[config.mk]
export PLATFORM = sky130hd
export DESIGN_NAME = atomic_rmw_unit
export DESIGN_NICKNAME = d
export VERILOG_FILES = /design/src/rtl/rmw_pkg.sv /design/src/rtl/rmw_rr_arbiter.sv /design/src/rtl/rmw_alu.sv /design/src/rtl/rmw_regfile.sv /design/src/rtl/atomic_rmw_unit.sv
export SDC_FILE = /design/constraint.sdc
export NUM_CORES = 1
export LEC_CHECK = 0
export BUFFER_PORTS_ARGS = -buffer_cell sky130_fd_sc_hd__buf_2
export CELL_PAD_IN_SITES_DETAIL_PLACEMENT = 1
export CELL_PAD_IN_SITES_GLOBAL_PLACEMENT = 1
export CORE_UTILIZATION = 40
export CTS_CLUSTER_DIAMETER = 80
export DETAILED_ROUTE_END_ITERATION = 6
export PLACE_DENSITY_LB_ADDON = 0.08
export SLEW_MARGIN = 10
export SYNTH_ARGS = -nofsm -noshare
export SYNTH_HDL_FRONTEND = slang
export SYNTH_HIERARCHICAL = 1
export SYNTH_SLANG_ARGS = --single-unit
[constraint.sdc]
create_clock -name clk_i -period 6.1 [get_ports clk_i]
set_clock_uncertainty 0.1 [all_clocks]
set_input_delay 0.305 -clock clk_i [delete_from_list [all_inputs] [get_ports clk_i]]
set_output_delay 0.305 -clock clk_i [all_outputs]
set_load 0.005 [all_outputs]
[src/rtl/rmw_pkg.sv]
package rmw_pkg;

    localparam int OP_W = 3;

    typedef enum logic [OP_W-1:0] {
        OP_LOAD  = 3'd0,
        OP_STORE = 3'd1,
        OP_SWAP  = 3'd2,
        OP_TAS   = 3'd3,
        OP_FINC  = 3'd4
    } rmw_op_e;

    // Operations whose write lands one cycle after their read.
    function automatic logic op_is_atomic(logic [OP_W-1:0] op);
        return (op == OP_SWAP) || (op == OP_TAS) || (op == OP_FINC);
    endfunction

endpackage

[src/rtl/rmw_rr_arbiter.sv]
module rmw_rr_arbiter #(
    parameter int N     = 4,
    parameter int IDX_W = (N > 1) ? $clog2(N) : 1
) (
    input  logic [N-1:0]     req_i,
    input  logic [IDX_W-1:0] ptr_i,
    output logic [N-1:0]     grant_o,
    output logic [IDX_W-1:0] grant_idx_o,
    output logic             grant_any_o
);

    int  slot;
    logic found;

    always_comb begin
        grant_o     = '0;
        grant_idx_o = '0;
        found       = 1'b0;
        slot        = 0;
        for (int i = 0; i < N; i++) begin
            slot = int'(ptr_i) + i;
            if (slot >= N) begin
                slot = slot - N;
            end
            if (!found && req_i[slot]) begin
                found         = 1'b1;
                grant_o[slot] = 1'b1;
                grant_idx_o   = IDX_W'(slot);
            end
        end
        grant_any_o = found;
    end

endmodule

[src/rtl/rmw_alu.sv]
module rmw_alu
    import rmw_pkg::*;
#(
    parameter int DATA_W = 8
) (
    input  logic [OP_W-1:0]   op_i,
    input  logic [DATA_W-1:0] old_i,
    input  logic [DATA_W-1:0] wdata_i,
    output logic [DATA_W-1:0] new_o,
    output logic              writes_o
);

    always_comb begin
        new_o    = old_i;
        writes_o = 1'b0;
        unique case (op_i)
            OP_STORE: begin
                new_o    = wdata_i;
                writes_o = 1'b1;
            end
            OP_SWAP: begin
                new_o    = wdata_i;
                writes_o = 1'b1;
            end
            OP_TAS: begin
                new_o    = DATA_W'(1);
                writes_o = 1'b1;
            end
            OP_FINC: begin
                new_o    = old_i + DATA_W'(1);
                writes_o = 1'b1;
            end
            default: begin
                new_o    = old_i;
                writes_o = 1'b0;
            end
        endcase
    end

endmodule

[src/rtl/rmw_regfile.sv]
module rmw_regfile #(
    parameter int ADDR_W = 3,
    parameter int DATA_W = 8,
    localparam int DEPTH = 1 << ADDR_W
) (
    input  logic              clk_i,
    input  logic              rst_ni,
    input  logic [ADDR_W-1:0] rd_addr_i,
    output logic [DATA_W-1:0] rd_data_o,
    input  logic              wr_en_i,
    input  logic [ADDR_W-1:0] wr_addr_i,
    input  logic [DATA_W-1:0] wr_data_i
);

    logic [DATA_W-1:0] mem_q [DEPTH];
    logic [DATA_W-1:0] mem_d [DEPTH];

    always_comb begin
        for (int w = 0; w < DEPTH; w++) begin
            mem_d[w] = mem_q[w];
        end
        if (wr_en_i) begin
            mem_d[wr_addr_i] = wr_data_i;
        end
    end

    always_ff @(posedge clk_i or negedge rst_ni) begin
        if (!rst_ni) begin
            for (int w = 0; w < DEPTH; w++) begin
                mem_q[w] <= '0;
            end
        end else begin
            for (int w = 0; w < DEPTH; w++) begin
                mem_q[w] <= mem_d[w];
            end
        end
    end

    assign rd_data_o = mem_q[rd_addr_i];

endmodule

[src/rtl/atomic_rmw_unit.sv]
module atomic_rmw_unit
    import rmw_pkg::*;
#(
    parameter int NUM_PORTS = 4,
    parameter int ADDR_W    = 3,
    parameter int DATA_W    = 8,
    localparam int IDX_W    = (NUM_PORTS > 1) ? $clog2(NUM_PORTS) : 1
) (
    input  logic                        clk_i,
    input  logic                        rst_ni,
    input  logic [NUM_PORTS-1:0]        req_valid_i,
    output logic [NUM_PORTS-1:0]        req_ready_o,
    input  logic [OP_W*NUM_PORTS-1:0]   req_op_i,
    input  logic [ADDR_W*NUM_PORTS-1:0] req_addr_i,
    input  logic [DATA_W*NUM_PORTS-1:0] req_wdata_i,
    output logic [NUM_PORTS-1:0]        rsp_valid_o,
    output logic [DATA_W-1:0]           rsp_rdata_o
);

    typedef struct packed {
        logic                 busy;
        logic [IDX_W-1:0]     ptr;
        logic [ADDR_W-1:0]    hold_addr;
        logic [DATA_W-1:0]    hold_val;
        logic [NUM_PORTS-1:0] rsp_valid;
        logic [DATA_W-1:0]    rsp_data;
    } ctl_t;

    ctl_t ctl_d, ctl_q;

    logic [NUM_PORTS-1:0] arb_req;
    logic [NUM_PORTS-1:0] grant;
    logic [IDX_W-1:0]     grant_idx;
    logic                 grant_any;

    logic [OP_W-1:0]      sel_op;
    logic [ADDR_W-1:0]    sel_addr;
    logic [DATA_W-1:0]    sel_wdata;
    logic [DATA_W-1:0]    rd_data;
    logic [DATA_W-1:0]    alu_new;
    logic                 alu_writes;

    logic                 mem_we;
    logic [ADDR_W-1:0]    mem_waddr;
    logic [DATA_W-1:0]    mem_wdata;

    // While an atomic write is pending the arbiter sees no requests.
    assign arb_req = ctl_q.busy ? '0 : req_valid_i;

    rmw_rr_arbiter #(
        .N     (NUM_PORTS),
        .IDX_W (IDX_W)
    ) u_arb (
        .req_i       (arb_req),
        .ptr_i       (ctl_q.ptr),
        .grant_o     (grant),
        .grant_idx_o (grant_idx),
        .grant_any_o (grant_any)
    );

    assign sel_op    = req_op_i[int'(grant_idx)*OP_W +: OP_W];
    assign sel_addr  = req_addr_i[int'(grant_idx)*ADDR_W +: ADDR_W];
    assign sel_wdata = req_wdata_i[int'(grant_idx)*DATA_W +: DATA_W];

    rmw_regfile #(
        .ADDR_W (ADDR_W),
        .DATA_W (DATA_W)
    ) u_mem (
        .clk_i     (clk_i),
        .rst_ni    (rst_ni),
        .rd_addr_i (sel_addr),
        .rd_data_o (rd_data),
        .wr_en_i   (mem_we),
        .wr_addr_i (mem_waddr),
        .wr_data_i (mem_wdata)
    );

    rmw_alu #(
        .DATA_W (DATA_W)
    ) u_alu (
        .op_i     (sel_op),
        .old_i    (rd_data),
        .wdata_i  (sel_wdata),
        .new_o    (alu_new),
        .writes_o (alu_writes)
    );

    always_comb begin
        ctl_d           = ctl_q;
        ctl_d.rsp_valid = '0;
        mem_we          = 1'b0;
        mem_waddr       = sel_addr;
        mem_wdata       = alu_new;

        if (ctl_q.busy) begin
            // Second half of an atomic: commit the held result.
            mem_we     = 1'b1;
            mem_waddr  = ctl_q.hold_addr;
            mem_wdata  = ctl_q.hold_val;
            ctl_d.busy = 1'b0;
        end else if (grant_any) begin
            ctl_d.rsp_valid = grant;
            ctl_d.rsp_data  = rd_data;
            ctl_d.ptr       = (grant_idx == IDX_W'(NUM_PORTS - 1))
                            ? '0 : grant_idx + IDX_W'(1);
            if (op_is_atomic(sel_op)) begin
                ctl_d.busy      = 1'b1;
                ctl_d.hold_addr = sel_addr;
                ctl_d.hold_val  = alu_new;
            end else if (alu_writes) begin
                mem_we = 1'b1;
            end
        end
    end

    always_ff @(posedge clk_i or negedge rst_ni) begin
        if (!rst_ni) begin
            ctl_q <= '0;
        end else begin
            ctl_q <= ctl_d;
        end
    end

    assign req_ready_o = grant;
    assign rsp_valid_o = ctl_q.rsp_valid;
    assign rsp_rdata_o = ctl_q.rsp_data;

endmodule

Word-level counts from Yosys, hierarchy flattened
Index checks and enable logic that the tools add are counted.
Operators by class
  $add $sub $neg: 9
  $mul: 1
  $lt $le $gt $ge: 15
  equal/unequal tests: 5
  shifts and indexed selects: 3
  mux-type cells: 57
  bitwise operators: 6
  reductions and logical operators: 17
Operator list (number)
  32-bit by 1-bit greater-or-equal comparator with 1-bit output, second input constant: 4
  32-bit by 4-bit less-than comparator with 1-bit output, second input constant: 4
  32-bit 2-to-1 mux: 4
  32-bit by 4-bit greater-or-equal comparator with 1-bit output, second input constant: 3
  32-bit by 4-bit subtractor with 32-bit output, second input constant: 3
  64-bit bitwise mux: 1
  8-bit 2-to-1 mux: 4
  12-bit by 32-bit indexed part select with 3-bit output: 1
  32-bit by 6-bit indexed part select with 8-bit output: 1
  26-bit 2-to-1 mux: 1
  8-bit binary-select mux with 3-bit select: 1
  8-bit demux with 3-bit select: 1
  8-bit case mux with 3 select lines: 1
  1-bit 2-to-1 mux: 23
  4-bit 2-to-1 mux: 5
  12-bit 2-to-1 mux: 1
  4-bit bitwise OR: 3
  12-bit by 5-bit indexed part select with 3-bit output: 1
  11-bit 2-to-1 mux: 1
  2-bit 2-to-1 mux: 5
  8-bit by 1-bit adder with 8-bit output, second input constant: 1
  1-bit binary-select mux with 2-bit select: 4
  1-bit demux with 2-bit select: 4
  4-bit greater-or-equal comparator, second input constant: 2
  21 further kinds: 34
Storage, ports and cells
  register bits after elaboration: 90
  input bits: 62
  output and inout bits: 16

Depth between registers and ports, before layout
  depth after elaboration: 26
  depth in mapped cells: 21

Cells and area by module
Netlist, hierarchy kept.
By module, submodules not included
  rmw_regfile: times used 1, cells each 172, area each 2992.9 um^2
  atomic_rmw_unit: times used 1, cells each 137, area each 1631.6 um^2
  rmw_rr_arbiter: times used 1, cells each 48, area each 460.4 um^2
  rmw_alu: times used 1, cells each 58, area each 419.2 um^2

Least setup slack after synthesis
No wires, ideal clock.
  kind: flip-flop to flip-flop
  from: register ctl_q[25] (netlist bit)
  to: register u_mem/mem_q[28] (netlist bit)
  library setup time: 125 ps
  arrival: 5302 ps
  setup slack: 573 ps
  stages on the path, launching flop included: 21
  buffers on the path: 6
  period minus slack after synthesis: 5527 ps
  path through: dfrtp_1 clkbuf_1 buf_1 nor2b_1 mux4_2 buf_6 o311ai_0 a32o_1 clkbuf_1 mux4_2 buf_6 buf_12 mux4_2 mux2_2 ha_1 and2_1 a21oi_1 a2bb2oi_1 a21oi_1 mux2_2 mux2_2
On the way
  cells in the longest elaborated chain, start to end: 24
Ends and longest elaborated chain
  start, declared: RTL line atomic_rmw_unit.sv:29  | ctl_t ctl_d, ctl_q;
  start signal, assigned: RTL line atomic_rmw_unit.sv:120  | ctl_q <= ctl_d;
  4-bit 2-to-1 mux (*): RTL line atomic_rmw_unit.sv:48  | assign arb_req = ctl_q.busy ? '0 : req_valid_i;
  via arb_req[2]: RTL line atomic_rmw_unit.sv:31  | logic [NUM_PORTS-1:0] arb_req;
  1-bit binary-select mux with 2-bit select: RTL line rmw_rr_arbiter.sv:25  | if (!found && req_i[slot]) begin
  1-bit 2-to-1 mux (not written as such) (2 in a row): RTL line rmw_rr_arbiter.sv:25
  1-bit 2-to-1 mux: RTL line rmw_rr_arbiter.sv:25
  1-bit zero test: RTL line rmw_rr_arbiter.sv:25
  1-bit logical AND: RTL line rmw_rr_arbiter.sv:25
  1-bit 2-to-1 mux: RTL line rmw_rr_arbiter.sv:25
  [... 6 more ...]
  via grant_idx[1]: RTL line atomic_rmw_unit.sv:33  | logic [IDX_W-1:0] grant_idx;
  [... 2 more ...]
  via sel_addr[0]: RTL line atomic_rmw_unit.sv:37  | logic [ADDR_W-1:0] sel_addr;
  [... 2 more ...]
  8-bit 2-to-1 mux (not written as such) (*) (2 in a row): RTL line rmw_regfile.sv:39  | assign rd_data_o = mem_q[rd_addr_i];
  via rd_data[0]: RTL line atomic_rmw_unit.sv:39  | logic [DATA_W-1:0] rd_data;
  8-bit by 1-bit adder with 8-bit output (*): RTL line rmw_alu.sv:30  | new_o = old_i + DATA_W'(1);
  8-bit case mux with 3 select lines (*): RTL line rmw_alu.sv:16  | unique case (op_i)
  via alu_new[4]: RTL line atomic_rmw_unit.sv:40  | logic [DATA_W-1:0] alu_new;
  8-bit 2-to-1 mux (*): RTL line atomic_rmw_unit.sv:95  | if (ctl_q.busy) begin
  via mem_wdata[4]: RTL line atomic_rmw_unit.sv:45  | logic [DATA_W-1:0] mem_wdata;
  64-bit bitwise mux (*): RTL line rmw_regfile.sv:23  | mem_d[wr_addr_i] = wr_data_i;
  end signal, assigned by index: RTL line rmw_regfile.sv:34  | mem_q[w] <= mem_d[w];
  end, declared: RTL line rmw_regfile.sv:15  | logic [DATA_W-1:0] mem_q [DEPTH];
Mark *: on every way through the listed nets, which the timed path passes. The rest lies on a longest branch. The select of a mux whose other input is x is not followed.
A chain may end at the register's enable or synchronous reset.

Final worst setup path
  from: register ctl_q[24] (netlist bit)
  to: register u_mem/mem_q[4] (netlist bit)
On the way
  cells in the longest elaborated chain, start to end: 25
Ends and longest elaborated chain
  branches (longest 14 deep; another with 32-bit by 4-bit subtractor with 32-bit output)
  2-bit 2-to-1 mux (*): RTL line rmw_rr_arbiter.sv:25
  via grant_idx[0]: RTL line atomic_rmw_unit.sv:33
  2-bit by 2-bit multiplier with 4-bit output (*): RTL line atomic_rmw_unit.sv:62  | assign sel_addr = req_addr_i[int'(grant_idx)*ADDR_W +: ADDR_W];
  12-bit by 5-bit indexed part select with 3-bit output (*): RTL line atomic_rmw_unit.sv:62
  via sel_addr[0]: RTL line atomic_rmw_unit.sv:37
  3-bit inverter with 4-bit output (not written as such) (*): RTL line rmw_regfile.sv:39
  8-bit binary-select mux with 3-bit select (*): RTL line rmw_regfile.sv:39
  8-bit 2-to-1 mux (not written as such) (*) (2 in a row): RTL line rmw_regfile.sv:39
  via rd_data[0]: RTL line atomic_rmw_unit.sv:39
  8-bit by 1-bit adder with 8-bit output (*): RTL line rmw_alu.sv:30
  8-bit case mux with 3 select lines (*): RTL line rmw_alu.sv:16
  via alu_new[4]: RTL line atomic_rmw_unit.sv:40
  8-bit 2-to-1 mux (*): RTL line atomic_rmw_unit.sv:95
  via mem_wdata[4]: RTL line atomic_rmw_unit.sv:45
  64-bit bitwise mux (*): RTL line rmw_regfile.sv:23
Mark *: on every way through the listed nets, which the timed path passes. The select of a mux whose other input is x is not followed.

==> reports/metrics.yaml <==
timing:
  slew_violations: 0
  final-hold-violation-count: 0
  fin_worst_hold_slack_ns: 0.2698
  worst_slew_pin_tran_ns: 0.9353
  final_min_period_over_clock_period_pct: 94.17
  max_freq_mhz: 174.1
  layout_setup_ws_ns: 0.3555
  timing.max_slew.rel_slack_pct: 37.64
  grt_setup_unrepaired: "no"
  finalSetupViolations: 0
  layout_min_cycle_time_ns: 5.745
  fin_tns_setup_ns: 0
final_layout:
  fillers: 1393
  sequential_cell_area_sq_mm: 0.002252
  number_of_antenna_repair_diodes: 0
  final_layout_size_suffix_gt1_share_pct: 47.23
  layout-area-overhead-vs-synth_pct: 14.32
  final_nets: 554
  area_of_the_multi_input_gates_sq_mm: 0.002985
logic_synthesis:
  synth_top_cells_by_count: "sky130_fd_sc_hd__mux2_2, sky130_fd_sc_hd__dfrtp_1, sky130_fd_sc_hd__nand2_1, sky130_fd_sc_hd__mux4_1, sky130_fd_sc_hd__mux4_2"
  netlist_area_sq_mm: 0.005504
  synth_area_per_cell_sq_um: 13.26
  synth.distinct_cells: 53
  yosysWarningCount: 6
  synth_enable_flop_cells: 0
  netlist_top_cells_area: "sky130_fd_sc_hd__dfrtp_1, sky130_fd_sc_hd__mux2_2, sky130_fd_sc_hd__mux4_1"
  netlist.top_cell.by_area: "sky130_fd_sc_hd__dfrtp_1"
  synth_top_flop_cell: "sky130_fd_sc_hd__dfrtp_1"
  mappedNetlistNets: 487
  syn-instance-count: 415
  synth_sequential_area_ratio_pct: 40.92
  synthArstFlopShare_pct: 100.0
  synth_largest_type_area_fraction_pct: 40.92
  post-synth-top-count-cell: "sky130_fd_sc_hd__mux2_2"
  synth-seq-cells: 90
place:
  dp.final_hpwl_mm: 9.939
  finalWeightedCongestion: 0.7987
  detailedPlace.worstSlack_ns: 0.3296
  portBuffers: 77
setup_path:
  timing.rr.start: "ctl_q[24]$_DFFE_PN0P_"
  crit_slowest_cell: "sky130_fd_sc_hd__mux4_2"
  worst_setup_path_end_kind: "register"
  worstPathCellList: "inv_1 -> ha_1 -> mux4_2 -> and2b_2 -> o21ai_0 -> o31ai_4 -> mux4_2 -> mux4_1 -> mux2_2 -> ha_1 -> and2_1 -> a21oi_1 -> a2bb2oi_1 -> a21oi_1 -> mux2_2 -> mux2_2"
  crit_arrival_ns: 5.87
  timing.critical_path.required_ns: 6.23
  timing.critical_path.from_type: "register"
  worst_path_most_repeated_cell: "sky130_fd_sc_hd__mux2_2"
  critical_path.startpoint: "ctl_q[24]$_DFFE_PN0P_"
  worst-setup-path-type: "register to register"
  critical-path-max-stage-delay_ns: 0.75
  worst-path-max-fanout: 18
cts:
  cts-root-to-sink-buffers: 2
  postCtsResizedCells: 0
  cts.sink_count: 90
  tritoncts.num_buffers: 9
  cts_root_buf: "sky130_fd_sc_hd__clkbuf_16"
  worst_setup_hold_path_clk_slew_ns: 0.06
  ctsHtreeMaxLevel: 3
  clkLatencyLatePin_ns: 0.35
  cts_tree: "yes"
floorplanning:
  dieArea_sq_mm: 0.01423
  placementRows: 42
  die-height_microns: 119.3
  top_level_ports: 78
  floorplan.die.width_microns: 119.3
  initial_utilization_pct: 41.24
  core_region_area_sq_mm: 0.01335
drt:
  route.vias.total: 3731
  drc_errors: 0
  routedWlPerCell_microns: 20.75
  vias_per_cell: 5.627
  first_iter_violations: 145
  route.final.wire_length_mm: 13.76
  drt_first_pass_iters: 4
  detail-route-antenna-nets: 0
global_route:
  grt_max_degree: 74
  global_route_congestion_overflow_total: 0
  grt_pass1_wl_mm: 22.27
  antenna_violations_before_repair: 0
  gr-usage-all-layers_pct: 20.84
  grt_pass1_vias: 3989
run:
  max-cap-violations: 0
outcome:
  result_of_the_run: "finished, final reports clean"
hold_path:
  hold_path.class: "input pin to asynchronous set/reset pin"
[state kept, by name (all words and copies together), names as in the netlist]
| register | cells |
|---|---|
| ctl_q | 14 |
| rsp_rdata_o | 8 |
| rsp_valid_o | 4 |
| u_mem/mem_q | 64 |
[what timing repair did]
action | 4_1_cts | 5_1_grt
hold endpoints to repair | 17 | 0
hold buffers | 1 | 0
setup buffers | 0 | 0
[stage by stage]
step                      instances  utilization (%)  instance area (sq um)
after detailed placement        646            44.89                   5992
after global placement          646            44.89                   5992
after global routing            663            47.14                   6292
after CTS                       663            47.14                   6292
after floorplan                 415                -                   5504
final                           663            47.14                   6292
[critical path, delay by kind of cell, from the launching register on]
kind / cells / cell delay, ns
flops: 1 / 0.56
fa+ha+maj: 2 / 0.61
simple gates: 2 / 0.47
mux: 6 / 2.76
compound gates: 5 / 0.90
buf+inv: 1 / 0.19
[cell usage in the layout (no fill, tap or decap), types with 3 or more instances in the layout]
| cell | instances |
|---|---|
| sky130_fd_sc_hd__mux2_2 | 93 |
| sky130_fd_sc_hd__dfrtp_1 | 90 |
| sky130_fd_sc_hd__buf_2 | 76 |
| sky130_fd_sc_hd__nand2_1 | 36 |
| sky130_fd_sc_hd__mux4_1 | 19 |
| sky130_fd_sc_hd__buf_4 | 18 |
| sky130_fd_sc_hd__mux4_2 | 15 |
| sky130_fd_sc_hd__ha_1 | 10 |
| sky130_fd_sc_hd__a21oi_1 | 9 |
| sky130_fd_sc_hd__nor2_1 | 9 |
| sky130_fd_sc_hd__clkbuf_16 | 9 |
| sky130_fd_sc_hd__a22oi_1 | 8 |
| sky130_fd_sc_hd__nor2b_1 | 6 |
| sky130_fd_sc_hd__mux2i_1 | 6 |
| sky130_fd_sc_hd__and2_1 | 5 |
| sky130_fd_sc_hd__nand2b_1 | 5 |
| sky130_fd_sc_hd__xnor2_1 | 5 |
| sky130_fd_sc_hd__nand4_1 | 5 |
| sky130_fd_sc_hd__o21ai_0 | 5 |
| sky130_fd_sc_hd__o31ai_1 | 4 |
| sky130_fd_sc_hd__inv_1 | 4 |
| sky130_fd_sc_hd__nor3_1 | 3 |
| sky130_fd_sc_hd__nor4bb_1 | 3 |
| sky130_fd_sc_hd__nand4b_1 | 3 |
[routing by layer]
| metal | part of all wire (%) | track usage [%] | up-vias |
|---|---|---|---|
| li1 | - | - | 1696 |
| met1 | 44 | 26.15 | 1938 |
| met2 | 50 | 35.65 | 81 |
| met3 | 4.0 | 5.316 | 16 |
| met4 | 1.5 | 5.469 | 0 |
| met5 | 0 | 0 | - |
[cell type report]
class,count,share of cell area (%)
multi-input cells,281,47.44
repair buffers,95,8.352
flip-flops and latches,90,35.79
well taps,176,3.500
inverters,5,0.2983
clock inverters,4,0.5369
clock buffers,12,4.076
[cell families after synthesis]
kind of cell    share of synthesized area (%)
simple gates                            9.161
buf+inv                                 5.137
xor+xnor                                1.114
fa+ha+maj                               2.273
compound gates                          5.592
flops                                   40.92
mux                                     35.80
[path summary, 6_finish.rpt]
kind	to	slack, ns	depth (start not counted)
min reg2reg	rsp_rdata_o[0]$_DFFE_PN0P_	0.37	2
max	u_mem/mem_q[4]$_DFFE_PN0P_	0.36	16
min in group clk_i	rsp_rdata_o[0]$_DFFE_PN0P_	0.37	2
max reg2reg	u_mem/mem_q[4]$_DFFE_PN0P_	0.36	16
max in group asynchronous	u_mem/mem_q[50]$_DFFE_PN0P_	4.42	3
min	rsp_valid_o[3]$_DFF_PN0_	0.27	2
Power is not shown: default switching activity piles up to over one toggle a cycle in this logic, so the estimate is an artifact.
